### src/rtl/acc_cpu.sv
module acc_cpu (
  input  logic        clk,
  input  logic        rst,
  output logic        mem_rd,
  output logic        mem_wr,
  output logic [15:0] mem_addr,
  output logic [7:0]  mem_wdata,
  input  logic [7:0]  mem_rdata,
  output logic        halted
);
  localparam logic [7:0] OP_LDAC = 8'h01, OP_STAC = 8'h02, OP_MVAC = 8'h03,
                         OP_MOVR = 8'h04, OP_JUMP = 8'h05, OP_JMPZ = 8'h06,
                         OP_JPNZ = 8'h07, OP_ADD  = 8'h08, OP_SUB  = 8'h09,
                         OP_INAC = 8'h0A, OP_CLAC = 8'h0B, OP_AND  = 8'h0C,
                         OP_OR   = 8'h0D, OP_XOR  = 8'h0E, OP_NOT  = 8'h0F,
                         OP_HALT = 8'hFF;

  typedef enum logic [2:0] {S_FETCH, S_DEC, S_LO, S_HI, S_LD, S_HALT} state_t;

  state_t      state;
  logic [15:0] pc;
  logic [7:0]  ac, r, ir, lo;
  logic        z;

  logic        has_addr, ac_we, z_we;
  logic [7:0]  alu_res;
  logic [15:0] target;

  assign has_addr = (mem_rdata >= OP_LDAC && mem_rdata <= OP_STAC) ||
                    (mem_rdata >= OP_JUMP && mem_rdata <= OP_JPNZ);
  assign target   = {mem_rdata, lo};

  assign mem_rd    = (state == S_FETCH) || (state == S_LO) ||
                     (state == S_DEC && has_addr) ||
                     (state == S_HI && ir == OP_LDAC);
  assign mem_wr    = (state == S_HI) && (ir == OP_STAC);
  assign mem_addr  = (state == S_HI) ? target : pc;
  assign mem_wdata = ac;
  assign halted    = (state == S_HALT);

  always_comb begin
    alu_res = ac;
    ac_we   = 1'b1;
    z_we    = 1'b1;
    case (mem_rdata)
      OP_ADD:  alu_res = ac + r;
      OP_SUB:  alu_res = ac - r;
      OP_INAC: alu_res = ac + 8'd1;
      OP_CLAC: alu_res = 8'd0;
      OP_AND:  alu_res = ac & r;
      OP_OR:   alu_res = ac | r;
      OP_XOR:  alu_res = ac ^ r;
      OP_NOT:  alu_res = ~ac;
      OP_MOVR: begin alu_res = r; z_we = 1'b0; end
      default: begin ac_we = 1'b0; z_we = 1'b0; end
    endcase
  end

  always_ff @(posedge clk) begin
    if (rst) begin
      state <= S_FETCH;
      pc    <= 16'd0;
      ac    <= 8'd0;
      r     <= 8'd0;
      z     <= 1'b0;
      ir    <= 8'd0;
      lo    <= 8'd0;
    end else begin
      case (state)
        S_FETCH: begin
          pc    <= pc + 16'd1;
          state <= S_DEC;
        end
        S_DEC: begin
          ir <= mem_rdata;
          if (has_addr) begin
            pc    <= pc + 16'd1;
            state <= S_LO;
          end else if (mem_rdata == OP_HALT) begin
            state <= S_HALT;
          end else begin
            if (ac_we) ac <= alu_res;
            if (z_we)  z  <= (alu_res == 8'd0);
            if (mem_rdata == OP_MVAC) r <= ac;
            state <= S_FETCH;
          end
        end
        S_LO: begin
          lo    <= mem_rdata;
          pc    <= pc + 16'd1;
          state <= S_HI;
        end
        S_HI: begin
          state <= (ir == OP_LDAC) ? S_LD : S_FETCH;
          if (ir == OP_JUMP || (ir == OP_JMPZ && z) || (ir == OP_JPNZ && !z))
            pc <= target;
        end
        S_LD: begin
          ac    <= mem_rdata;
          state <= S_FETCH;
        end
        default: state <= S_HALT;
      endcase
    end
  end

  p_rd_wr_excl_r11: assert property (@(posedge clk) disable iff (rst)
    !(mem_rd && mem_wr));

  p_halt_hold_r10: assert property (@(posedge clk) disable iff (rst)
    halted |=> halted && !mem_rd && !mem_wr);

  p_load_keeps_z_r3: assert property (@(posedge clk) disable iff (rst)
    (state == S_LD) |=> $stable(z) && ac == $past(mem_rdata));

  p_store_keeps_state_r4: assert property (@(posedge clk) disable iff (rst)
    mem_wr |=> $stable(z) && $stable(ac));

  p_zero_flag_r6: assert property (@(posedge clk) disable iff (rst)
    (state == S_DEC && z_we && !has_addr) |=> z == (ac == 8'd0));

  p_addr_step_r2: assert property (@(posedge clk) disable iff (rst)
    (state == S_LO) |=> pc == $past(pc) + 16'd1);
endmodule

### config.mk
export PLATFORM = sky130hd
export DESIGN_NAME = acc_cpu
export DESIGN_NICKNAME = d
export VERILOG_FILES = /design/src/rtl/acc_cpu.sv
export SDC_FILE = /design/constraint.sdc
export NUM_CORES = 1
export LEC_CHECK = 0
export CORE_AREA = 2 2 92 94
export CTS_CLUSTER_SIZE = 8
export DETAILED_ROUTE_END_ITERATION = 7
export DIE_AREA = 0 0 94 96
export MAX_ROUTING_LAYER = met4
export PLACE_DENSITY = 0.69
export REMOVE_ABC_BUFFERS = 1
export SLEW_MARGIN = 5
export SYNTH_ARGS = -nofsm -noshare
export SYNTH_HDL_FRONTEND = slang
export SYNTH_SLANG_ARGS = --single-unit
### constraint.sdc
create_clock -name clk -period 3.8 [get_ports clk]
set_input_delay 0.38 -clock clk [delete_from_list [all_inputs] [get_ports clk]]
set_output_delay 0.38 -clock clk [all_outputs]
set_load 0.01 [all_outputs]
==> impl_metrics.json <==
{
  "grt_pass1_vias": 3530,
  "die_area_mm2": 0.00902,
  "worst_setup_path_end_kind": "flip-flop",
  "start_util": 0.484,
  "fp.dieH_um": 96,
  "p_leak_nw": 1.80,
  "synth_xor_area_frac": 0.00675,
  "synthAdderAreaFrac": 0.0854,
  "worstPathCellList": "clkdlybuf4s50_1 -> nor4_1 -> buf_4 -> nand4b_1 -> o211ai_1 -> o31ai_1 -> ha_1 -> nor2_1 -> nor3b_1 -> o22ai_1 -> xnor2_1 -> a211oi_1 -> a211o_1 -> a21oi_1",
  "slowest_delay_ns": 0.42,
  "synth_edf_count": 0,
  "synth_commonest_cells": "99 x nand2_1, 55 x nor2_1, 52 x dfxtp_1",
  "layoutNonFillerInstCount": 662,
  "tns_ns": 0,
  "ys_types": 61,
  "post_cts_buffers": 0,
  "cts_max_path_buffers": 2,
  "antenna_found_initial": 0,
  "post_cts_resized": 0,
  "crit_fanout": 11,
  "num_io_pins": 37,
  "dp.cells": 654,
  "status": "finished clean",
  "cts_made_buffers": 5,
  "vias": 3916,
  "synthFlopType": "dfxtp_1",
  "yosys_warnings": 0,
  "worstMarginPinSlew_ns": 0.780,
  "ir_drop_uv": 216,
  "netlist.area_leader.share": 0.267,
  "avgSynthCellArea_um2": 7.36,
  "synth.area.top_cells": "dfxtp_1 27%, nand2_1 9.5%, ha_1 8.0%, mux2i_1 7.5%, nor2_1 5.3%",
  "pwr_density_cell_mw_per_mm2": 264,
  "clock-sinks": 52,
  "synth_top_area_cell": "dfxtp_1",
  "timing.critical_path.from_type": "primary input",
  "critPathArrivalTime_ns": 3.66,
  "syn2layout_area_growth_pct": 15.7,
  "synthCells": 529,
  "synthSimpleGateAreaFrac": 0.269,
  "core_mm2": 0.00805,
  "num_antenna_cells": 0,
  "synth-compound-area-share": 0.231,
  "place_congestion": 0.989,
  "fillCellCount": 781,
  "port_buffers": 36,
  "required_ns": 3.98,
  "drive_above_1_share": 0.0772,
  "htree_levels": 2,
  "drc_errors": 0,
  "synth.most_common_cell": "nand2_1",
  "first_pass_iters": 6,
  "path_clk_slew_ns": 0.11,
  "max_slew_margin": 0.477,
  "hold_violations": 0,
  "cts_tree": "done",
  "finalSetupViolations": 0,
  "rsz0062_at_grt": "false",
  "grt_util_all_layers": 0.251,
  "syn_area_mm2": 0.00389,
  "min_period_ns": 3.48,
  "drt-initial-drc-count": 308,
  "layout.nets": 592,
  "holdBufCountCts": 0,
  "placed_cell_area_mm2": 0.00437,
  "viasPerCell": 5.92,
  "slew_viol_final": 0,
  "grt-ovfl-total": 0,
  "grt_max_degree": 39,
  "cts-root-buf": "clkbuf_8",
  "async_reset_ff_frac": 0,
  "clock_skew_ns": 0.00922,
  "critPathKind": "primary input to flip-flop",
  "routed_wl_mm": 10.9,
  "fp.dieW_um": 94,
  "fp-row-count": 33,
  "hold_path.class": "flip-flop to flip-flop",
  "dpl.hpwl_mm": 7.84,
  "ys_ff_latch": 52,
  "drt.antenna.violating_nets": 0,
  "synthMuxAreaShare": 0.0803,
  "routedWlPerCell_um": 16.5,
  "ys_seq_area_frac": 0.267,
  "critPathSlowestCell": "clkdlybuf4s50_1",
  "maxCapViolCount": 0,
  "finalCritPeriodShare": 0.916,
  "synth_top_family_by_area": "simple AND/OR/NAND/NOR gates",
  "fmax_mhz": 287,
  "design_area_mm2": 0.00451,
  "clk_latency_ns": 0.32,
  "grt_pass1_wl_mm": 17.5
}
## flip-flops by register name, indices dropped and copies added (netlist names)
signal and flops:
pc 16, ir 8, lo 8, mem_wdata 8, r 8, state 3
z 1
## per-stage QoR
step | power, W | util | setup slack (ns) | hold slack [ns]
finish | 0.00119 | 0.560 | 0.319 | 0.463
floorplan | 0.000645 | - | 0.328 | 0.430
global placement | 0.000724 | 0.543 | 0.0638 | 0.446
detailed placement | 0.000726 | 0.543 | 0.0735 | 0.449
CTS | 0.00120 | 0.560 | 0.387 | 0.465
global route | 0.00123 | 0.560 | 0.129 | 0.481
## logic make-up (layout without fill, tap and decap cells)
family | after synthesis | after routing
and+or+nand+nor | 229 | 229
muxes | 31 | 31
buffers and inverters | 56 | 84
AOI/OAI and AO/OA | 132 | 132
xor gates and xnor gates | 3 | 3
adders and majority gates | 26 | 26
DFF | 52 | 52
## area by class of cell
cell class / count / area, um^2 / share of cell area
clock buffer: 5 / 68.8 / 0.0153
timing repair buffer: 55 / 498 / 0.110
clock inverter: 3 / 68.8 / 0.0153
inverter: 21 / 78.8 / 0.0175
tap: 105 / 131 / 0.0291
sequential: 52 / 1040 / 0.231
multi-input combinational: 421 / 2620 / 0.581
## per-layer routing
layer  track usage  share of wire
met1         0.334           0.47
met4        0.0556         0.0091
met3        0.0266          0.048
met2         0.417           0.47
met5             -              0
## where the power goes
| group | total (W) | switching, W | internal, W |
|---|---|---|---|
| registers | 0.000567 | 0.0000123 | 0.000555 |
| clock network | 0.000472 | 0.000207 | 0.000265 |
| logic | 0.000149 | 0.0000877 | 0.0000614 |
| total | 0.00119 | 0.000307 | 0.000882 |
## worst paths after layout
path | start | end | depth (start not counted) | slack, ns
setup / recovery | mem_rdata[4] | mem_wdata[5]$_SDFFE_PP0P_ | 14 | 0.32
hold reg to reg | ir[7]$_SDFFE_PP0P_ | ir[7]$_SDFFE_PP0P_ | 2 | 0.46
hold / removal | ir[7]$_SDFFE_PP0P_ | ir[7]$_SDFFE_PP0P_ | 2 | 0.46
setup reg to reg | r[1]$_SDFFE_PP0P_ | mem_wdata[3]$_SDFFE_PP0P_ | 11 | 0.86
## layout by cell type, fill, tap and decap left out, types with 3 or more instances in the layout
cell and instances:
nand2_1 99, nor2_1 55, dfxtp_1 52, a21oi_1 37
clkdlybuf4s50_1 35, mux2i_1 29, ha_1 25, inv_1 21
buf_4 19, o21ai_0 17, a22oi_1 16, nand3_1 14
nor3_1 14, o31ai_1 8, nand4_1 7, o22ai_1 7
and3_1 6, nor4_1 5, o211ai_1 5, nand2b_1 5
a211o_1 5, clkbuf_8 5, a31oi_1 4, or3_1 4
o21a_1 4, a211oi_1 4, nor2b_1 3, nand3b_1 3
a211oi_2 3, nor3b_1 3, o21ai_1 3
## worst max-delay path, delay by kind of cell
family | cells | cell delay (ns)
AO/OA/AOI/OAI | 6 | 1.15
buffers and inverters | 2 | 0.66
AND/OR/NAND/NOR | 4 | 1.00
XOR/XNOR | 1 | 0.15
adder cells (fa/ha/maj) | 1 | 0.32
(Power assumes the default switching activity.)
